===== config.mk =====
export PLATFORM = sky130hd
export DESIGN_NAME = cvt_seq_top
export DESIGN_NICKNAME = d
export VERILOG_FILES = /design/src/rtl/cvt_seq_pkg.sv /design/src/rtl/cvt_mode_dec.sv /design/src/rtl/cvt_cycle_fsm.sv /design/src/rtl/cvt_stale_mon.sv /design/src/rtl/cvt_seq_top.sv
export SDC_FILE = /design/constraint.sdc
export NUM_CORES = 1
export LEC_CHECK = 0
export ABC_CLOCK_PERIOD_IN_PS = 1250
export CAP_MARGIN = 30
export CELL_PAD_IN_SITES_DETAIL_PLACEMENT = 0
export CELL_PAD_IN_SITES_GLOBAL_PLACEMENT = 2
export CORE_ASPECT_RATIO = 1.1
export CORE_MARGIN = 5
export CORE_UTILIZATION = 30
export CTS_CLUSTER_DIAMETER = 80
export CTS_CLUSTER_SIZE = 20
export DETAILED_ROUTE_END_ITERATION = 8
export MAX_ROUTING_LAYER = met4
export PLACE_DENSITY = 0.8
export SLEW_MARGIN = 40
export SYNTH_ARGS = -nofsm -noshare
export SYNTH_HDL_FRONTEND = slang
export SYNTH_HIERARCHICAL = 1
export SYNTH_SLANG_ARGS = --single-unit

===== constraint.sdc =====
create_clock -name clk -period 1.25 [get_ports clk]
set_input_delay 0.25 -clock clk [delete_from_list [all_inputs] [get_ports clk]]
set_output_delay 0.25 -clock clk [all_outputs]
set_load 0.005 [all_outputs]

===== src/rtl/cvt_seq_pkg.sv =====
package cvt_seq_pkg;

  typedef enum logic [1:0] {
    MODE_NORM = 2'b00,
    MODE_FAST = 2'b01,
    MODE_LOWP = 2'b10
  } cvt_mode_e;

  typedef enum logic [1:0] {
    ST_IDLE = 2'b00,
    ST_CONV = 2'b01,
    ST_ACQ  = 2'b10
  } cvt_state_e;

endpackage


===== src/rtl/cvt_mode_dec.sv =====
module cvt_mode_dec
  import cvt_seq_pkg::*;
#(
  parameter int CNT_W     = 4,
  parameter int CONV_FAST = 6,
  parameter int CONV_NORM = 8,
  parameter int CONV_LOWP = 10
) (
  input  logic             fast_pin,
  input  logic             lowp_pin,
  output cvt_mode_e        mode_sel,
  output logic [CNT_W-1:0] conv_len
);

  always_comb begin
    unique case ({lowp_pin, fast_pin})
      2'b01:   mode_sel = MODE_FAST;
      2'b10:   mode_sel = MODE_LOWP;
      default: mode_sel = MODE_NORM;
    endcase
  end

  always_comb begin
    unique case (mode_sel)
      MODE_FAST: conv_len = CNT_W'(CONV_FAST);
      MODE_LOWP: conv_len = CNT_W'(CONV_LOWP);
      default:   conv_len = CNT_W'(CONV_NORM);
    endcase
  end

endmodule


===== src/rtl/cvt_cycle_fsm.sv =====
module cvt_cycle_fsm
  import cvt_seq_pkg::*;
#(
  parameter int DATA_W    = 16,
  parameter int CNT_W     = 4,
  parameter int ACQ_CYC   = 3,
  parameter int CONV_FAST = 6,
  parameter int CONV_NORM = 8,
  parameter int CONV_LOWP = 10
) (
  input  logic              clk,
  input  logic              rst_n,
  input  logic              start_i,
  input  cvt_mode_e         mode_sel,
  input  logic [CNT_W-1:0]  conv_len,
  input  logic [DATA_W-1:0] result_i,
  output logic              busy_o,
  output logic              valid_o,
  output logic [DATA_W-1:0] data_o,
  output logic              overrun_o,
  output cvt_mode_e         mode_o,
  output logic              start_acc_o,
  output logic              done_o
);

  cvt_state_e        state_q, state_d;
  logic [CNT_W-1:0]  cnt_q, cnt_d;
  logic              valid_q, valid_d, valid_en;
  logic [DATA_W-1:0] data_q;
  logic              ovr_q;
  cvt_mode_e         mode_q;
  logic              start_acc, start_rej, cap;

  assign start_acc = (state_q == ST_IDLE) && start_i;
  assign start_rej = (state_q != ST_IDLE) && start_i;
  assign cap       = (state_q == ST_CONV) && (cnt_q == CNT_W'(1));
  assign done_o    = (state_q == ST_CONV) && (cnt_q == '0);

  // next-state logic
  always_comb begin
    state_d = state_q;
    cnt_d   = cnt_q;
    unique case (state_q)
      ST_IDLE: begin
        if (start_acc) begin
          state_d = ST_CONV;
          cnt_d   = conv_len - CNT_W'(1);
        end
      end
      ST_CONV: begin
        if (cnt_q == '0) begin
          state_d = ST_ACQ;
          cnt_d   = CNT_W'(ACQ_CYC - 2);
        end else begin
          cnt_d = cnt_q - CNT_W'(1);
        end
      end
      ST_ACQ: begin
        if (cnt_q == '0) state_d = ST_IDLE;
        else             cnt_d   = cnt_q - CNT_W'(1);
      end
      default: state_d = ST_IDLE;
    endcase
  end

  assign valid_en = start_acc || cap;
  assign valid_d  = cap;

  // registers
  always_ff @(posedge clk or negedge rst_n) begin
    if (!rst_n) begin
      state_q <= ST_IDLE;
      cnt_q   <= '0;
    end else begin
      state_q <= state_d;
      cnt_q   <= cnt_d;
    end
  end

  always_ff @(posedge clk or negedge rst_n) begin
    if (!rst_n)        valid_q <= 1'b0;
    else if (valid_en) valid_q <= valid_d;
  end

  always_ff @(posedge clk or negedge rst_n) begin
    if (!rst_n)   data_q <= '0;
    else if (cap) data_q <= result_i;
  end

  always_ff @(posedge clk or negedge rst_n) begin
    if (!rst_n)         ovr_q <= 1'b0;
    else if (start_rej) ovr_q <= 1'b1;
  end

  always_ff @(posedge clk or negedge rst_n) begin
    if (!rst_n)         mode_q <= MODE_NORM;
    else if (start_acc) mode_q <= mode_sel;
  end

  assign busy_o      = (state_q == ST_CONV);
  assign valid_o     = valid_q;
  assign data_o      = data_q;
  assign overrun_o   = ovr_q;
  assign mode_o      = mode_q;
  assign start_acc_o = start_acc;

  // checker-only busy length counter
  logic [CNT_W-1:0] chk_len_q;
  logic [CNT_W-1:0] chk_exp;
  always_ff @(posedge clk or negedge rst_n) begin
    if (!rst_n)         chk_len_q <= '0;
    else if (start_acc) chk_len_q <= '0;
    else if (busy_o)    chk_len_q <= chk_len_q + CNT_W'(1);
  end
  always_comb begin
    unique case (mode_q)
      MODE_FAST: chk_exp = CNT_W'(CONV_FAST - 1);
      MODE_LOWP: chk_exp = CNT_W'(CONV_LOWP - 1);
      default:   chk_exp = CNT_W'(CONV_NORM - 1);
    endcase
  end

  AST_START_RAISES_BUSY: assert property (@(posedge clk) disable iff (!rst_n)
    start_acc |=> busy_o);
  AST_CONV_LENGTH: assert property (@(posedge clk) disable iff (!rst_n)
    done_o |-> (chk_len_q == chk_exp));
  AST_REJECT_KEEPS_BUSY: assert property (@(posedge clk) disable iff (!rst_n)
    (start_rej && !done_o) |=> (busy_o == $past(busy_o)));
  AST_OVERRUN_SET: assert property (@(posedge clk) disable iff (!rst_n)
    start_rej |=> ovr_q);
  AST_DATA_HOLD: assert property (@(posedge clk) disable iff (!rst_n)
    (valid_q && !busy_o) |=> $stable(data_q));
  AST_MODE_CODE: assert property (@(posedge clk) disable iff (!rst_n)
    $onehot0(mode_q));

endmodule


===== src/rtl/cvt_stale_mon.sv =====
module cvt_stale_mon
  import cvt_seq_pkg::*;
#(
  parameter int MAX_GAP = 40,
  parameter int GAP_W   = 6
) (
  input  logic      clk,
  input  logic      rst_n,
  input  logic      start_acc,
  input  logic      done,
  input  cvt_mode_e mode_q,
  output logic      stale_o
);

  logic [GAP_W-1:0] gap_q, gap_d;
  logic             gap_en;
  logic             stale_q, stale_d, stale_en, stale_set;

  assign gap_en    = start_acc || (gap_q != GAP_W'(MAX_GAP));
  assign gap_d     = start_acc ? GAP_W'(1) : gap_q + GAP_W'(1);
  assign stale_set = (gap_q == GAP_W'(MAX_GAP)) && !start_acc && (mode_q == MODE_FAST);
  assign stale_en  = stale_set || done;
  assign stale_d   = stale_set && !done;

  always_ff @(posedge clk or negedge rst_n) begin
    if (!rst_n)      gap_q <= '0;
    else if (gap_en) gap_q <= gap_d;
  end

  always_ff @(posedge clk or negedge rst_n) begin
    if (!rst_n)        stale_q <= 1'b0;
    else if (stale_en) stale_q <= stale_d;
  end

  assign stale_o = stale_q;

  AST_STALE_CLEARED: assert property (@(posedge clk) disable iff (!rst_n)
    done |=> !stale_q);
  AST_STALE_FAST_ONLY: assert property (@(posedge clk) disable iff (!rst_n)
    $rose(stale_q) |-> (mode_q == MODE_FAST));
  AST_STALE_NO_START: assert property (@(posedge clk) disable iff (!rst_n)
    $rose(stale_q) |-> $past(!start_acc));

endmodule


===== src/rtl/cvt_seq_top.sv =====
module cvt_seq_top
  import cvt_seq_pkg::*;
#(
  parameter int DATA_W    = 16,
  parameter int CONV_FAST = 6,
  parameter int CONV_NORM = 8,
  parameter int CONV_LOWP = 10,
  parameter int ACQ_CYC   = 3,
  parameter int MAX_GAP   = 40
) (
  input  logic              clk,
  input  logic              rst_n,
  input  logic              start_i,
  input  logic              fast_pin,
  input  logic              lowp_pin,
  input  logic [DATA_W-1:0] result_i,
  output logic              busy_o,
  output logic              valid_o,
  output logic [DATA_W-1:0] data_o,
  output logic              overrun_o,
  output logic              stale_o,
  output logic [1:0]        mode_o
);

  localparam int CONV_MAX = (CONV_FAST > CONV_NORM) ?
                            ((CONV_FAST > CONV_LOWP) ? CONV_FAST : CONV_LOWP) :
                            ((CONV_NORM > CONV_LOWP) ? CONV_NORM : CONV_LOWP);
  localparam int CNT_MAX  = (CONV_MAX > ACQ_CYC) ? CONV_MAX : ACQ_CYC;
  localparam int CNT_W    = $clog2(CNT_MAX + 1);
  localparam int GAP_W    = $clog2(MAX_GAP + 1);

  // reset: asserted asynchronously, released on the clock
  logic rst_meta_q, rst_sync_q;
  always_ff @(posedge clk or negedge rst_n) begin
    if (!rst_n) begin
      rst_meta_q <= 1'b0;
      rst_sync_q <= 1'b0;
    end else begin
      rst_meta_q <= 1'b1;
      rst_sync_q <= rst_meta_q;
    end
  end

  cvt_mode_e        mode_sel, mode_q;
  logic [CNT_W-1:0] conv_len;
  logic             start_acc, done;

  cvt_mode_dec #(
    .CNT_W(CNT_W), .CONV_FAST(CONV_FAST), .CONV_NORM(CONV_NORM), .CONV_LOWP(CONV_LOWP)
  ) u_dec (
    .fast_pin(fast_pin), .lowp_pin(lowp_pin), .mode_sel(mode_sel), .conv_len(conv_len)
  );

  cvt_cycle_fsm #(
    .DATA_W(DATA_W), .CNT_W(CNT_W), .ACQ_CYC(ACQ_CYC),
    .CONV_FAST(CONV_FAST), .CONV_NORM(CONV_NORM), .CONV_LOWP(CONV_LOWP)
  ) u_fsm (
    .clk(clk), .rst_n(rst_sync_q), .start_i(start_i), .mode_sel(mode_sel),
    .conv_len(conv_len), .result_i(result_i), .busy_o(busy_o), .valid_o(valid_o),
    .data_o(data_o), .overrun_o(overrun_o), .mode_o(mode_q),
    .start_acc_o(start_acc), .done_o(done)
  );

  cvt_stale_mon #(
    .MAX_GAP(MAX_GAP), .GAP_W(GAP_W)
  ) u_stale (
    .clk(clk), .rst_n(rst_sync_q), .start_acc(start_acc), .done(done),
    .mode_q(mode_q), .stale_o(stale_o)
  );

  assign mode_o = mode_q;

  AST_VALID_LEADS_FALL: assert property (@(posedge clk) disable iff (!rst_sync_q)
    $fell(busy_o) |-> $past(valid_o));
  AST_VALID_LOW_AT_RISE: assert property (@(posedge clk) disable iff (!rst_sync_q)
    $rose(busy_o) |-> !valid_o);
  AST_OVERRUN_STICKY: assert property (@(posedge clk) disable iff (!rst_sync_q)
    overrun_o |=> overrun_o);
  AST_STALE_FALLS_WITH_BUSY: assert property (@(posedge clk) disable iff (!rst_sync_q)
    $fell(stale_o) |-> $fell(busy_o));

endmodule


==> metrics.txt, run 1 <==
crit path max-delay cell type=sky130_fd_sc_hd__dfrtp_1; number of synthesized register bits=35; insertion delay to the later sink of the worst-skew pair=0.29 ns; part of the Yosys area used for sequential elements=49.19%; Worst EP required=1.42 ns; average wire length per cell after detail routing=15.00 µm; number of vias per cell=4.453; synth unique cells=40; Layout area overhead=69.99%; critical path startpoint category=register; top_reg_cell synth=sky130_fd_sc_hd__dfrtp_1; worst setup timing slack at the placement stage=-0.6274 ns; Ys Warns=6; count of non-filler cells in the finished layout=320; total of max-cap violations=0; pin count of the biggest net entering global routing=22; outcome=complete, but fails checks; PortBufs=42; global-route layer with the greatest usage=met2; wire length of the first global-routing pass=around 8 mm; Avg Synthesized Cell Area=12.19 µm²; final weighted congestion in routability-driven placement=0.8270; HP Class=input pin to async pin; Post-CTS Hold Fix Bufs=0; smallest setup slack after layout=-0.4074 ns; number of instances in the synthesized netlist=146; Post-route DRC=0; Buffers & Inverters on Critical Path=4; remaining number of nets flagged by the antenna check after routing=0; grt ovf=0; ratio of final minimum period to clock period=132.6%; achievable frequency=~0.60 GHz; Max Buffers Root-to-Sink=2; maximum VDD drop=0.8493 mV; initial core utilization=a little under a third; count of antenna diodes in the layout=0; list of cells traversed by the critical path=inv_2 -> ha_4 -> buf_6 -> and3_4 -> buf_12 -> buf_16 -> mux2_4; reg-to-reg critical path startpoint=u_fsm/state_q[1]$_DFFE_PN0P_; Placed Cells=289; clk sink count=35; critical path class=register to register; unrepaired setup endpoints after global routing=true; number of nets at the end of the flow=275; starting DRC count in detailed routing=50; clock tree skew after final layout=0.006675 ns; total number of vias=roughly 1400; count of final max-slew check failures=0; via count of the first global-routing pass=1600; final hold violation count=0; r2r setup slk=-0.41 ns; Total GRT Usage=13.46%; crit-path max FO=7; violations in the final reports=setup timing; most area-hungry cell type in the Yosys netlist=sky130_fd_sc_hd__dfrtp_1; arrival time of data at the critical path endpoint=1.83 ns; routing usage on met1=15.47%; number of CTS-inserted buffers=5; clock-pin transition on the worst setup and hold timing paths=0.08 ns; estimated wirelength of the detail-placed design=3.306 mm; met2 demand-to-capacity share in global routing=roughly a quarter; number of nets in the synthesized netlist=179; R2R depth=7; wirelength, routed=4.800 mm; dominant delay contributor by cell family on the critical path=buffers and inverters; number of synthesized flops with an enable pin=0; TritonCTS clock tree=yes; overall die height=90.80 µm; setup violation total in the final timing report=29; Max stage delay on crit path=0.40 ns; number of antenna violations at the first check in global routing=0; sort of element at the end of the critical path=register; fraction of layout instances using a drive strength above 1=46.91%; top cells by instance count after synthesis=sky130_fd_sc_hd__dfrtp_1, sky130_fd_sc_hd__inv_1, sky130_fd_sc_hd__ha_1; total power divided by cell area=2318 mW/mm²; minimum period implied by the final worst setup slack=1.657 ns; Synth area leaders=sky130_fd_sc_hd__dfrtp_1, sky130_fd_sc_hd__ha_1, sky130_fd_sc_hd__mux2_4; met3 global-route usage=under 10%; Filler cells=slightly below 500; Die Outline Area=0.007577 mm²; Pre-antenna DRT Iters=4; Synth async-reset ratio=100.0%; placement row count=29; Netlist Area Pre-Place=between 0.0015 and 0.002 mm²; share of the synthesized area in the top cell type=between 40% and 50%; Ports=between 40 and 50; Root Driver=sky130_fd_sc_hd__clkbuf_8; Reg-to-Reg End=u_fsm/data_o[10]$_DFFE_PN0P_; count leader, synth=sky130_fd_sc_hd__dfrtp_1; number of levels the H-tree was split into=2; static leakage=0.001417 µW; DIE WIDTH=83.45 µm; Core ar.=0.005769 mm²
[where the power goes]
group,internal [µW],switching (µW),leakage [µW]
Clock,594,433,0.0000581
Combinational,2480,1600,0.000929
Sequential,1600,314,0.000429
[cell type report]
type | count | area (µm²) | area share [%]
Clock buffer | 5 | 68.82 | 2.274
Clock inverter | 3 | 43.79 | 1.447
Inverter | 17 | 66.31 | 2.191
Multi-Input combinational cell | 89 | 1012 | 33.44
Sequential cell | 35 | 877.1 | 28.98
Tap cell | 77 | 96.34 | 3.183
Timing Repair Buffer | 94 | 862.1 | 28.48
[sequential cells by signal (all words and copies together) (netlist names)]
register	count
rst_meta_q	1
u_fsm/mode_o	2
u_fsm/overrun_o	1
rst_sync_q	1
u_fsm/state_q	2
u_stale/gap_q	6
u_stale/stale_o	1
u_fsm/cnt_q	4
u_fsm/data_o	16
u_fsm/valid_o	1
[cells in the final DEF (no fill, tap or decap), drive strengths merged, types with 2 or more instances in the layout]
cell type      count
nor3               4
xnor2              3
inv               17
nand2b             3
dfrtp             35
o21a               2
o21ai              4
nor2b              2
nand3              3
mux2              18
ha                12
dlygate4sd2       22
clkinv             2
a21oi              4
buf               53
a22o               3
mux2i              2
nand2              2
clkbuf             5
nor2               7
o221ai             2
a21o               2
clkdlybuf4s50     19
xor2               2
conb               2
[through the flow]
stage               utilization [%]  setup TNS [ns]  hold WS [ns]  instance area, µm²  power (µW)
floorplan                         -          -5.096      -0.04559                1852        3580
global placement              44.16          -9.323        0.1882                2547        4961
detailed placement            44.16          -10.04        0.1926                2547        5108
CTS                           51.40          -9.226        0.1117                2965        6822
global route                  52.46          -10.53        0.1142                3027        7478
finish                        52.46          -8.834        0.1265                3027        7015
[metal layers]
metal	wire (µm)	up-vias
met5	0	-
met3	98	5
met1	2009	706
met2	2614	23
met4	78	0
li1	-	691
[what timing repair did]
action / 4_1_cts / 5_1_grt
buffers inserted: 21 / 5
resized for setup: 57 / 18
pin swaps: 8 / 6
setup endpoints to repair: 54 / 33
cloned: 2 / 0
[cell families (layout without fill, tap and decap cells)]
kind of cell / count (synthesis) / in the layout / synth area share (%)
DFF: 35 / 35 / 49.19
and+or+nand+nor: 27 / 27 / 8.364
AOI/OAI and AO/OA: 23 / 23 / 10.33
buffers and inverters: 22 / 119 / 6.394
muxes: 20 / 20 / 14.41
adders and majority gates: 12 / 12 / 8.433
xor gates and xnor gates: 5 / 5 / 2.460
other: 2 / 2 / 0.4218
[worst max path at each step]
stage | to | startpoint | cells after the start
floorplan | u_fsm/cnt_q[0]$_DFFE_PN0P_ | u_fsm/state_q[0]$_DFFE_PN0P_ | 6
global placement | u_fsm/cnt_q[2]$_DFFE_PN0P_ | fast_pin | 9
detailed placement | u_fsm/cnt_q[3]$_DFFE_PN0P_ | fast_pin | 8
CTS | u_fsm/data_o[8]$_DFFE_PN0P_ | u_fsm/state_q[1]$_DFFE_PN0P_ | 6
global route | u_fsm/data_o[10]$_DFFE_PN0P_ | u_fsm/state_q[1]$_DFFE_PN0P_ | 7
finish | u_fsm/data_o[10]$_DFFE_PN0P_ | u_fsm/state_q[1]$_DFFE_PN0P_ | 7
(Power assumes the default switching activity.)
==> run 2, diff against run 1 <==
--- a/config.mk
+++ b/config.mk
@@ -17,6 +17,7 @@
 export DETAILED_ROUTE_END_ITERATION = 8
 export MAX_ROUTING_LAYER = met4
 export PLACE_DENSITY = 0.8
+export RECOVER_POWER = 100
 export SLEW_MARGIN = 40
 export SYNTH_ARGS = -nofsm -noshare
 export SYNTH_HDL_FRONTEND = slang
==> run 2 against run 1 <==
The run still ends with setup timing left. Sequential power is essentially flat. First-iteration DRC count is the same. Core utilization shrank 0.11 points. Total power is essentially flat. Worst setup slack is the same. Sequential share of layout area grew 0.060 points. Combinational power is essentially flat. Non-clock buffer count is the same. Cell area shrank 0.21%. Final cell count is the same. Highest routed layer unchanged.
==> metrics.txt, run 2 (synthesis results as in run 1) <==
pin count of the biggest net entering global routing=22; Core ar.=0.005769 mm²; Max stage delay on crit path=0.40 ns; clock tree skew after final layout=0.006675 ns; final hold violation count=0; R2R depth=7; ratio of final minimum period to clock period=132.6%; crit-path max FO=7; number of vias per cell=around 4.5; smallest setup slack after layout=-0.4074 ns; Post-route DRC=0; Switching Fraction=33.47%; initial core utilization=between 30% and 40%; Worst EP required=1.42 ns; outcome=complete, but fails checks; sequential share of power=27.2%; total number of vias=1424; violations in the final reports=setup timing; Die Outline Area=0.007577 mm²; static leakage=0.001413 µW; sort of element at the end of the critical path=register; maximum VDD drop=0.8491 mV; overall die height=90.80 µm; average wire length per cell after detail routing=15.00 µm; HP Class=input pin to async pin; starting DRC count in detailed routing=50; setup violation total in the final timing report=29; transition time of the tightest slew-check pin=about 0.65 ns; TritonCTS clock tree=yes; grt ovf=0; wire length of the first global-routing pass=7.976 mm; achievable frequency=~0.60 GHz; critical path startpoint category=register; combinational group share of total power=between 50% and 60%; count of final max-slew check failures=0; unrepaired setup endpoints after global routing=true; crit path max-delay cell type=sky130_fd_sc_hd__dfrtp_1; number of levels the H-tree was split into=2; Filler cells=slightly below 500; count of antenna diodes in the layout=0; wirelength, routed=4.801 mm; clock-pin transition on the worst setup and hold timing paths=0.08 ns; Pre-antenna DRT Iters=4; critical path class=register to register; DIE WIDTH=~83 µm; total power divided by cell area=2322 mW/mm²; Switch Pwr=around 2300 µW; Post-CTS Hold Fix Bufs=0; count of non-filler cells in the finished layout=320; most common cell after layout, fill and taps aside=sky130_fd_sc_hd__buf_4; fraction of layout instances using a drive strength above 1=between 40 and 50%; clk sink count=35; reg-to-reg critical path startpoint=u_fsm/state_q[1]$_DFFE_PN0P_; commonest cells after routing, fill and taps aside=sky130_fd_sc_hd__buf_4, sky130_fd_sc_hd__dfrtp_1, sky130_fd_sc_hd__dlygate4sd2_1; Internal Power=about 4700 µW; Placed Cells=289; PortBufs=42; number of flip-flops in the largest register=16; part of the total power dissipated in the clock network=between 10% and 20%; minimum period implied by the final worst setup slack=1.657 ns; Root Driver=sky130_fd_sc_hd__clkbuf_8; Layout area overhead=69.64%; number of nets at the end of the flow=275; list of cells traversed by the critical path=inv_2 -> ha_4 -> buf_6 -> and3_4 -> buf_12 -> buf_16 -> mux2_4; worst slack on hold paths=0.1955 ns; Max Buffers Root-to-Sink=2; via count of the first global-routing pass=1600; total of max-cap violations=0; insertion delay to the later sink of the worst-skew pair=0.29 ns; estimated wirelength of the detail-placed design=roughly 3.3 mm; final weighted congestion in routability-driven placement=0.8270; launching element of the worst setup path=u_fsm/state_q[1]$_DFFE_PN0P_; Ports=43; Total GRT Usage=13.46%; number of CTS-inserted buffers=5; max_slew headroom=approximately 57%; placement row count=29; remaining number of nets flagged by the antenna check after routing=0; number of antenna violations at the first check in global routing=0; arrival time of data at the critical path endpoint=1.83 ns
## run 2: changes by cell type in the layout (fill, tap and decap cells not counted)
cell and delta:
sky130_fd_sc_hd__dlygate4sd3_1 +1, sky130_fd_sc_hd__clkbuf_2 +1, sky130_fd_sc_hd__buf_4 -2, sky130_fd_sc_hd__clkdlybuf4s50_1 -1, sky130_fd_sc_hd__clkbuf_1 +1
## run 2: area by class of cell
class                      count  area (µm²)  area share (%)
tap                           77       96.34           3.190
sequential                    35       877.1           29.04
inverter                      17       66.31           2.196
clock buffer                   5       68.82           2.278
timing repair buffer          94       855.8           28.33
multi-input combinational     89        1012           33.51
clock inverter                 3       43.79           1.450
## run 2: worst paths after layout
kind / to / slack (ns)
max: u_fsm/data_o[10]$_DFFE_PN0P_ / -0.41
min: rst_sync_q$_DFF_PN0_ / 0.20
max reg2reg: u_fsm/data_o[10]$_DFFE_PN0P_ / -0.41
min reg2reg: u_fsm/data_o[1]$_DFFE_PN0P_ / 0.32
max in group asynchronous: u_fsm/data_o[4]$_DFFE_PN0P_ / 0.48
min in group clk: rst_sync_q$_DFF_PN0_ / 0.36
## run 2: worst max-delay path, delay by kind of cell (launching register included)
kind / cells / cell delay (ns)
fa+ha+maj: 1 / 0.15
flops: 1 / 0.40
simple gates: 1 / 0.24
buf+inv: 4 / 0.46
mux: 1 / 0.29
## run 2: power by group through the flow
| stage | Sequential (µW) | Clock [µW] | Combinational [µW] |
|---|---|---|---|
| floorplan | 1960 | 0 | 1620 |
| global placement | 1900 | 0 | 3060 |
| detailed placement | 1950 | 0 | 3160 |
| CTS | 1900 | 1060 | 3860 |
| global route | 1970 | 1110 | 4400 |
| finish | 1910 | 1030 | 4080 |
## run 2: per-layer routing
layer	wire (µm)	up-vias	part of all wire (%)	global-route usage, %
met1	2009	705	42	15.47
li1	-	691	-	-
met5	0	-	0	-
met4	78	0	1.6	4.424
met2	2614	23	54	23.66
met3	98	5	2.0	2.464
## run 2: metrics by stage
step                      TNS [ns]  util, %  power [µW]  setup WS, ns  area, µm²
after floorplan             -5.096        -        3580       -0.2720       1852
after global placement      -9.323    44.16        4961       -0.6077       2547
after detailed placement    -10.04    44.16        5108       -0.6274       2547
after CTS                   -9.226    51.40        6822       -0.4333       2965
after global routing        -10.53    52.35        7475       -0.4602       3020
final                       -8.834    52.35        7012       -0.4074       3020
## run 2: what timing repair did
action                     4_1_cts  5_1_grt
pin swaps                        8        6
gates cloned                     2        0
gates resized for setup         57       18
setup endpoints to repair       54       33
setup buffers                   21        5
==> run 3, diff against run 2 <==
--- a/config.mk
+++ b/config.mk
@@ -15,6 +15,7 @@
 export CTS_CLUSTER_DIAMETER = 80
 export CTS_CLUSTER_SIZE = 20
 export DETAILED_ROUTE_END_ITERATION = 8
+export GPL_ROUTABILITY_DRIVEN = 0
 export MAX_ROUTING_LAYER = met4
 export PLACE_DENSITY = 0.8
 export RECOVER_POWER = 100
==> results of run 3 <==
Final layout, timing and power as in run 2 (identical DEF).
